## src/rtl/evc_pkg.sv

```systemverilog
package evc_pkg;

  // Select word layout; field positions are decoded by software.
  typedef struct packed {
    logic [7:0] thresh;     // 31:24
    logic       invert;     // 23
    logic       enable;     // 22
    logic       spare;      // 21
    logic       irq_en;     // 20
    logic       pin_ctl;    // 19
    logic       edge_mode;  // 18
    logic       os_en;      // 17
    logic       usr_en;     // 16
    logic [7:0] qual;       // 15:8
    logic [7:0] code;       // 7:0
  } evsel_t;

  function automatic logic [15:0] sel_key(input evsel_t s);
    return {s.qual, s.code};
  endfunction

  function automatic logic priv_allows(input evsel_t s, input logic user_mode);
    return user_mode ? s.usr_en : s.os_en;
  endfunction

  function automatic logic thresh_cmp(input logic [7:0] inc, input logic [7:0] thr,
                                      input logic inv);
    return inv ? (inc < thr) : (inc >= thr);
  endfunction

endpackage

```

## src/rtl/evc_event_mux.sv

```systemverilog
module evc_event_mux
  import evc_pkg::*;
#(
  parameter int NUM_EVT = 4,
  parameter int INC_W = 3,
  parameter logic [NUM_EVT*16-1:0] LANE_CODES = '0
) (
  input  logic [15:0]              key,
  input  logic [NUM_EVT*INC_W-1:0] evt_inc,
  output logic [INC_W-1:0]         inc,
  output logic                     hit
);
  logic [NUM_EVT-1:0] lane_match;

  for (genvar g = 0; g < NUM_EVT; g++) begin : g_lane
    assign lane_match[g] = (LANE_CODES[g*16 +: 16] == key);
  end

  // Lowest matching lane wins.
  always_comb begin
    inc = '0;
    hit = 1'b0;
    for (int i = NUM_EVT - 1; i >= 0; i--) begin
      if (lane_match[i]) begin
        inc = evt_inc[i*INC_W +: INC_W];
        hit = 1'b1;
      end
    end
  end
endmodule

```

## src/rtl/evc_qualify.sv

```systemverilog
module evc_qualify
  import evc_pkg::*;
#(
  parameter int INC_W = 3
) (
  input  logic             clk,
  input  logic             rst_n,
  input  evsel_t           sel,
  input  logic             priv_user,
  input  logic             global_en,
  input  logic             hit,
  input  logic [INC_W-1:0] inc,
  output logic             allow,
  output logic             cmp_now,
  output logic [INC_W-1:0] add_amt
);
  logic cmp_prev;
  logic qualified;
  logic [7:0] inc8;

  assign inc8    = 8'(inc);
  assign cmp_now = thresh_cmp(inc8, sel.thresh, sel.invert);
  assign allow   = sel.enable & global_en & priv_allows(sel, priv_user) & hit;
  assign qualified = sel.edge_mode ? (cmp_now & ~cmp_prev) : cmp_now;

  always_comb begin
    if (!allow)                  add_amt = '0;
    else if (sel.thresh == 8'd0) add_amt = inc;
    else                         add_amt = INC_W'(qualified);
  end

  always_ff @(posedge clk) begin
    if (!rst_n) cmp_prev <= 1'b0;
    else        cmp_prev <= cmp_now;
  end
endmodule

```

## src/rtl/evc_accum.sv

```systemverilog
module evc_accum #(
  parameter int CNT_W = 48,
  parameter int INC_W = 3,
  parameter int WD_W = 64
) (
  input  logic             clk,
  input  logic             rst_n,
  input  logic [INC_W-1:0] add_amt,
  input  logic             wr_en,
  input  logic [WD_W-1:0]  wr_data,
  output logic [CNT_W-1:0] count,
  output logic             ovf_q,
  output logic             wrap_now
);
  localparam int SUM_W = CNT_W + 1;

  function automatic logic [SUM_W-1:0] widen_add(input logic [CNT_W-1:0] c,
                                                 input logic [INC_W-1:0] a);
    return {1'b0, c} + SUM_W'(a);
  endfunction

  logic [SUM_W-1:0] sum;

  assign sum      = widen_add(count, add_amt);
  assign wrap_now = ~wr_en & sum[CNT_W];

  always_ff @(posedge clk) begin
    if (!rst_n) begin
      count <= '0;
      ovf_q <= 1'b0;
    end else begin
      ovf_q <= wrap_now;
      count <= wr_en ? CNT_W'(wr_data) : sum[CNT_W-1:0];
    end
  end
endmodule

```

## src/rtl/evt_ctr_slice.sv

```systemverilog
module evt_ctr_slice
  import evc_pkg::*;
#(
  parameter int CNT_W = 48,
  parameter int INC_W = 3,
  parameter int NUM_EVT = 4,
  parameter int WD_W = 64,
  parameter logic [NUM_EVT*16-1:0] LANE_CODES = {16'h0344, 16'h0233, 16'h0122, 16'h0011}
) (
  input  logic                     clk,
  input  logic                     rst_n,
  input  logic                     global_en,
  input  logic                     priv_user,
  input  logic [NUM_EVT*INC_W-1:0] evt_inc,
  input  logic                     sel_we,
  input  logic [31:0]              sel_wdata,
  input  logic                     cnt_we,
  input  logic [WD_W-1:0]          cnt_wdata,
  output logic [CNT_W-1:0]         count,
  output logic                     ovf_pulse,
  output logic                     irq_req
);
  evsel_t           sel_q;
  logic             ev_hit;
  logic [INC_W-1:0] ev_inc;
  logic [INC_W-1:0] add_amt;
  logic             cnt_allow;
  logic             cmp_now;
  logic             wrap_now;

  always_ff @(posedge clk) begin
    if (!rst_n)      sel_q <= '0;
    else if (sel_we) sel_q <= evsel_t'(sel_wdata);
  end

  evc_event_mux #(
    .NUM_EVT(NUM_EVT), .INC_W(INC_W), .LANE_CODES(LANE_CODES)
  ) u_mux (
    .key(sel_key(sel_q)), .evt_inc(evt_inc), .inc(ev_inc), .hit(ev_hit)
  );

  evc_qualify #(.INC_W(INC_W)) u_qual (
    .clk(clk), .rst_n(rst_n), .sel(sel_q), .priv_user(priv_user),
    .global_en(global_en), .hit(ev_hit), .inc(ev_inc),
    .allow(cnt_allow), .cmp_now(cmp_now), .add_amt(add_amt)
  );

  evc_accum #(.CNT_W(CNT_W), .INC_W(INC_W), .WD_W(WD_W)) u_acc (
    .clk(clk), .rst_n(rst_n), .add_amt(add_amt), .wr_en(cnt_we),
    .wr_data(cnt_wdata), .count(count), .ovf_q(ovf_pulse), .wrap_now(wrap_now)
  );

  assign irq_req = ovf_pulse & sel_q.irq_en;
endmodule

```

## config.mk

```make
export PLATFORM = sky130hd
export DESIGN_NAME = evt_ctr_slice
export DESIGN_NICKNAME = d
export VERILOG_FILES = /design/src/rtl/evc_pkg.sv /design/src/rtl/evc_event_mux.sv /design/src/rtl/evc_qualify.sv /design/src/rtl/evc_accum.sv /design/src/rtl/evt_ctr_slice.sv
export SDC_FILE = /design/constraint.sdc
export NUM_CORES = 1
export LEC_CHECK = 0
export CAP_MARGIN = 5
export CORE_MARGIN = 5
export CORE_UTILIZATION = 41
export DETAILED_ROUTE_END_ITERATION = 8
export GPL_TIMING_DRIVEN = 0
export PLACE_DENSITY = 0.76
export SLEW_MARGIN = 20
export SYNTH_ARGS = -nofsm -noshare
export SYNTH_HDL_FRONTEND = slang
export SYNTH_HIERARCHICAL = 1
export SYNTH_SLANG_ARGS = --single-unit
export TNS_END_PERCENT = 5
```

## constraint.sdc

```tcl
create_clock -name clk -period 4.1 [get_ports clk]
set_input_delay 0.41 -clock clk [delete_from_list [all_inputs] [get_ports clk]]
set_output_delay 0.41 -clock clk [all_outputs]
set_load 0.01 [all_outputs]
```

Word level (Yosys, flattened, before mapping) --
Cells that the tools add are included.
Operators by class: $add $sub $neg 1, order comparisons 2, equal/unequal tests 4, muxes and demuxes 14, bitwise logic cells 8, reduce and logical (&&, ||, !) cells 1
Operators by type and width (number):
- 48-bit by 3-bit adder with 49-bit output | 1
- 48-bit 2-to-1 mux | 1
- 10-bit by 16-bit equality test with 1-bit output, first input constant | 2
- 3-bit 2-to-1 mux | 6
- 5-bit by 16-bit equality test with 1-bit output, first input constant | 1
- 9-bit by 16-bit equality test with 1-bit output, first input constant | 1
- 3-bit by 8-bit >= comparator with 1-bit output | 1
- 8-bit zero test | 1
- 3-bit by 8-bit less-than comparator with 1-bit output | 1
- 1-bit 2-to-1 mux | 7
- 1-bit bitwise AND | 6
- 1-bit NOT | 2
Word-level totals: bits in registers 80, word-level logic and storage cells 42

Logic depth before layout (Yosys ltp) --
depth after elaboration 13, depth in mapped cells 19, mapped depth without buffers 17

By module --
Netlist, hierarchy kept.
By module, submodules not included:
- evc_accum | times used 1, cells an instance 335, area each 2886.5 um^2
- evt_ctr_slice | times used 1, cells an instance 104, area each 1249.9 um^2
- evc_event_mux | times used 1, cells an instance 40, area each 252.7 um^2
- evc_qualify | times used 1, cells an instance 28, area each 205.2 um^2

Least setup slack after synthesis --
OpenSTA, ideal clock, no wires.
kind register to register, start point register sel_q[3] in the netlist's numbering, end point register u_acc.count[28], library setup time 133 ps, arrival 4362 ps, required time 3967 ps, slack -394 ps, stages on the path, launching flop included 20, path buffers 2, cells stage by stage dfxtp_1 or4_4 nor4_4 o31ai_1 a222oi_1 ha_1 nand2_1 o21ai_0 o22ai_1 a31oi_2 a41o_1 ha_1 fa_1 a21oi_1 or4_4 clkbuf_8 buf_2 nor3_1 xnor2_1 a21oi_1
On the way: longest elaborated chain between the ends 13, elaborated cells on any way between the ends 22, classes of those cells 1 x add/sub; 2 x order compare; 4 x eq/ne; 13 x mux; 2 x bitwise
Ends and longest elaborated chain:
- start, declared | line evt_ctr_slice.sv:23 | evsel_t sel_q;
- start signal, assigned | line evt_ctr_slice.sv:33 | else if (sel_we) sel_q <= evsel_t'(sel_wdata);
- 10-bit by 16-bit equality test with 1-bit output | line evc_event_mux.sv:16 | assign lane_match[g] = (LANE_CODES[g*16 +: 16] == key);
- 3-bit 2-to-1 mux (3 in series) | line evc_event_mux.sv:24 | if (lane_match[i]) begin
- 3-bit 2-to-1 mux * | line evc_event_mux.sv:24
- net ev_inc[1] | line evt_ctr_slice.sv:25 | logic [INC_W-1:0] ev_inc;
- 3-bit by 8-bit >= comparator with 1-bit output / 3-bit by 8-bit less-than comparator with 1-bit output (equally long branches) | line evc_pkg.sv:28 | return inv ? (inc < thr) : (inc >= thr);
- 1-bit 2-to-1 mux * | line evc_pkg.sv:28
- net cmp_now | line evt_ctr_slice.sv:28 | logic cmp_now;
- 1-bit bitwise AND | line evc_qualify.sv:24 | assign qualified = sel.edge_mode ? (cmp_now & ~cmp_prev) : cmp_now;
- 1-bit 2-to-1 mux * | line evc_qualify.sv:24
- 3-bit 2-to-1 mux * | line evc_qualify.sv:28 | else if (sel.thresh == 8'd0) add_amt = inc;
- 3-bit 2-to-1 mux * | line evc_qualify.sv:27 | if (!allow) add_amt = '0;
- net add_amt[0] | line evt_ctr_slice.sv:26 | logic [INC_W-1:0] add_amt;
- 48-bit by 3-bit adder with 49-bit output * | line evc_accum.sv:19 | return {1'b0, c} + SUM_W'(a);
- 48-bit 2-to-1 mux * | line evc_accum.sv:33 | count <= wr_en ? CNT_W'(wr_data) : sum[CNT_W-1:0];
- end signal, assigned | line evc_accum.sv:33
- end, declared | line evc_accum.sv:11 | output logic [CNT_W-1:0] count,
Mark *: on every way through the listed nets, which the timed path passes. The rest lies on a longest branch. A chain may end at the register's enable or synchronous reset.

Worst setup path in the final report --
start point register sel_q[15] in the netlist's numbering, end point register u_acc.count[24]
Same word-level chain as after synthesis.

==> summary.log <==
INFO  outcome        status=complete, but fails checks
INFO  outcome        violations=negative setup slack
INFO  cts            tritoncts=yes
INFO  power_and_ir_drop leakage_dissipation=2.608nW
INFO  detailed_routing drc=0
INFO  setup_path     path_max_fanout=6
INFO  timing         timing.fmax=220.0MHz
INFO  timing         post_route_minimum_period=4.545ns
INFO  floorplanning  row_count=38
INFO  detailed_routing detailedRoute.firstIterationViolations=214
INFO  layout         summed_area_of_non_filler_cells_in_the_final_layout=6833squm
INFO  power_and_ir_drop internal_power=0.001369W
INFO  timing         layout_worst_path_cycle_share=110.9%
INFO  floorplanning  starting_utilization_of_the_core_area=41.71%
INFO  setup_path     cp_top_family=simple AND/OR/NAND/NOR gates
INFO  cts            cts_max_path_buffers=2
INFO  setup_path     critical-path-max-stage-delay=0.56ns
INFO  layout         finish.net_count=789
INFO  timing         worstMarginPinSlew=0.5903ns
INFO  grt            first_pass_grt_wire_length=21790microns
INFO  detailed_routing antenna_violating_nets_left=0
INFO  floorplanning  die_area=13230squm
INFO  floorplanning  floorplan.io_pins=164
INFO  power_and_ir_drop power_switching=0.0005033W
INFO  layout         final_common_cell=sky130_fd_sc_hd__clkdlybuf4s50_1
INFO  floorplanning  die_y=115.0microns
INFO  setup_path     critPathBufInv=4
INFO  detailed_routing wl_per_cell=17.44microns
INFO  cts            cts_htree_levels=3
INFO  layout         multi_input_comb_area=2934squm
INFO  setup_path     worst_ep_required_time=4.33ns
INFO  setup_path     startpoint_type=flop
INFO  place          placedCellCount=784
INFO  cts            clk_latency=0.35ns
INFO  place          hpwl=10230microns
INFO  layout         syn_to_final_growth=51.11%
INFO  setup_path     critical_path_at=4.77ns
INFO  layout         instances_no_fill=813
INFO  detailed_routing routed_via_density=5.344
INFO  yosys          post_synthesis_cell_count=501
INFO  layout         final_cell_mix=sky130_fd_sc_hd__clkdlybuf4s50_1 (143), sky130_fd_sc_hd__dfxtp_1 (79), sky130_fd_sc_hd__o21ai_0 (41), sky130_fd_sc_hd__xnor2_1 (40), sky130_fd_sc_hd__a21oi_1 (38)
INFO  cts            ctsRootBufferMaster=sky130_fd_sc_hd__clkbuf_8
INFO  place          postPlaceCellArea=6200squm
INFO  setup_path     slowest_stage=sky130_fd_sc_hd__or4_4
INFO  power_and_ir_drop cellPowerDensity=274.0nW/um^2
INFO  cts            clk_pin_slew_worst_paths=0.09ns
INFO  timing         hold_slack=0.4043ns
INFO  timing         final.setup.tns=-12.01ns
INFO  layout         diodes=0
INFO  timing         final-hold-violation-count=0
INFO  power_and_ir_drop comb_power_share=19.7%
INFO  power_and_ir_drop share_clk_of_total_power=33.1%
INFO  grt            via_count_of_the_first_global_routing_pass=4447
INFO  run            maxCapViolCount=0
INFO  layout         final-seq-area=1603squm
INFO  detailed_routing routed-via-count=4345
INFO  grt            grt_antenna_before_repair=0
INFO  yosys          syn-cell-area=4522squm
INFO  power_and_ir_drop report.power.total=0.001872W
INFO  grt            grt.total_usage=20.34%
INFO  yosys          yosysWarningCount=6
INFO  power_and_ir_drop power_switching_share=26.89%
INFO  yosys          synth_fp_nets=622
INFO  setup_path     critical_path.endpoint_type=flop
INFO  detailed_routing routed_wl=14180microns
INFO  grt            grt_max_degree=15
INFO  layout         final.fill_count=908
INFO  cts            cts_hold_buf=0
INFO  timing         fin_ws=-0.4455ns
INFO  cts            cts_inserted_buffers=9
INFO  timing         report.final.slew_viol_count=0
INFO  timing         rsz0062_at_grt=true
INFO  power_and_ir_drop worst_ir_drop_vdd=0.1538mV
INFO  setup_path     critical_path_class=reg -> reg
INFO  power_and_ir_drop share_seq_of_total_power=47.2%
INFO  floorplanning  die-width=115.0microns
INFO  place          port_buffers=143
INFO  place          gpl.final_weighted_congestion=0.8714
INFO  layout         layout-drive-gt1-share=16.34%
INFO  timing         slew_headroom=60.65%
INFO  grt            grt_overflow_total=0
INFO  yosys          synthesis.area_per_instance=9.026squm
INFO  detailed_routing first_pass_iteration_count_of_the_detailed_router=4
INFO  worst_hold_path hp-class=in -> reg
INFO  floorplanning  core_area=10840squm
INFO  setup_path     worstPathCellList=or4_4, nor4_4, o31ai_1, a222oi_1, buf_4, ha_4, buf_4, a31o_2, o22ai_2, a31oi_2, a41o_1, ha_4, fa_2, a21oi_2, or4_4, clkbuf_16, buf_12, nor3_2, xnor2_1, a21oi_1
INFO  timing         skew=0.01556ns
INFO  timing         setup_viol=41
INFO  cts            tritoncts_sink_count=80
power by group through the flow:
stage          clock network (W)  registers [W]  logic (W)
3_5_place_dp                   0       0.000898   0.000354
2_1_floorplan                  0       0.000902   0.000151
3_3_place_gp                   0       0.000896   0.000349
5_1_grt                 0.000665       0.000891   0.000397
4_1_cts                 0.000640       0.000882   0.000364
6_report                0.000620       0.000883   0.000369
final cells by class:
class	instances	share of cell area, %
Buffer	33	4.322
Sequential cell	80	23.46
Tap cell	140	2.564
Inverter	15	0.8240
Clock inverter	5	0.9339
Multi-Input combinational cell	373	42.94
Clock buffer	11	2.216
Timing Repair Buffer	156	22.74
stage by stage:
stage | worst slack [ns] | utilization, %
global route | -0.6624 | 63.03
global placement | -0.7004 | 57.19
CTS | -0.4094 | 61.17
detailed placement | -0.7491 | 57.19
finish | -0.4455 | 63.03
floorplan | -0.1041 | -
final timing paths:
path	from	endpoint	slack [ns]	depth (start not counted)
worst max register to register	sel_q[15]	u_acc/count[24]	-0.45	20
worst max-delay path	sel_q[15]	u_acc/count[24]	-0.45	20
worst min-delay path	sel_we	sel_q[7]	0.40	3
worst min register to register	sel_q[17]	sel_q[17]	0.52	2
worst reg2reg max path: stages, from the launching register on:
cell                        delay [ns]
sky130_fd_sc_hd__dfxtp_2          0.33
sky130_fd_sc_hd__or4_4            0.56
sky130_fd_sc_hd__nor4_4           0.33
sky130_fd_sc_hd__o31ai_1          0.13
sky130_fd_sc_hd__a222oi_1         0.34
sky130_fd_sc_hd__buf_4            0.21
sky130_fd_sc_hd__ha_4             0.14
sky130_fd_sc_hd__buf_4            0.10
sky130_fd_sc_hd__a31o_2           0.15
sky130_fd_sc_hd__o22ai_2          0.06
sky130_fd_sc_hd__a31oi_2          0.17
sky130_fd_sc_hd__a41o_1           0.23
sky130_fd_sc_hd__ha_4             0.16
sky130_fd_sc_hd__fa_2             0.21
sky130_fd_sc_hd__a21oi_2          0.07
sky130_fd_sc_hd__or4_4            0.47
sky130_fd_sc_hd__clkbuf_16        0.20
sky130_fd_sc_hd__buf_12           0.15
sky130_fd_sc_hd__nor3_2           0.20
sky130_fd_sc_hd__xnor2_1          0.15
sky130_fd_sc_hd__a21oi_1          0.09
per-layer routing:
| metal | vias up | track usage [%] | part of all wire, % |
|---|---|---|---|
| li1 | 2123 | - | - |
| met1 | 2031 | 24.34 | 42 |
| met2 | 170 | 35.34 | 49 |
| met3 | 21 | 5.053 | 7.2 |
| met4 | 0 | 7.277 | 1.6 |
| met5 | - | 0 | 0 |
repair_timing:
item | in CTS | in global routing
pin swaps | 13 | 19
gates resized for setup | 30 | 24
endpoints found under the setup margin | 45 | 44
hold endpoints to repair | 0 | 0
cloned | 0 | 2
setup buffers | 7 | 4
state kept, by name, summed over array words and instances, names as in the netlist:
register	count
sel_q	30
u_acc/count	48
u_qual/cmp_prev	1
u_acc/ovf_q	1
Note: power is estimated with default switching activity, not from simulation.
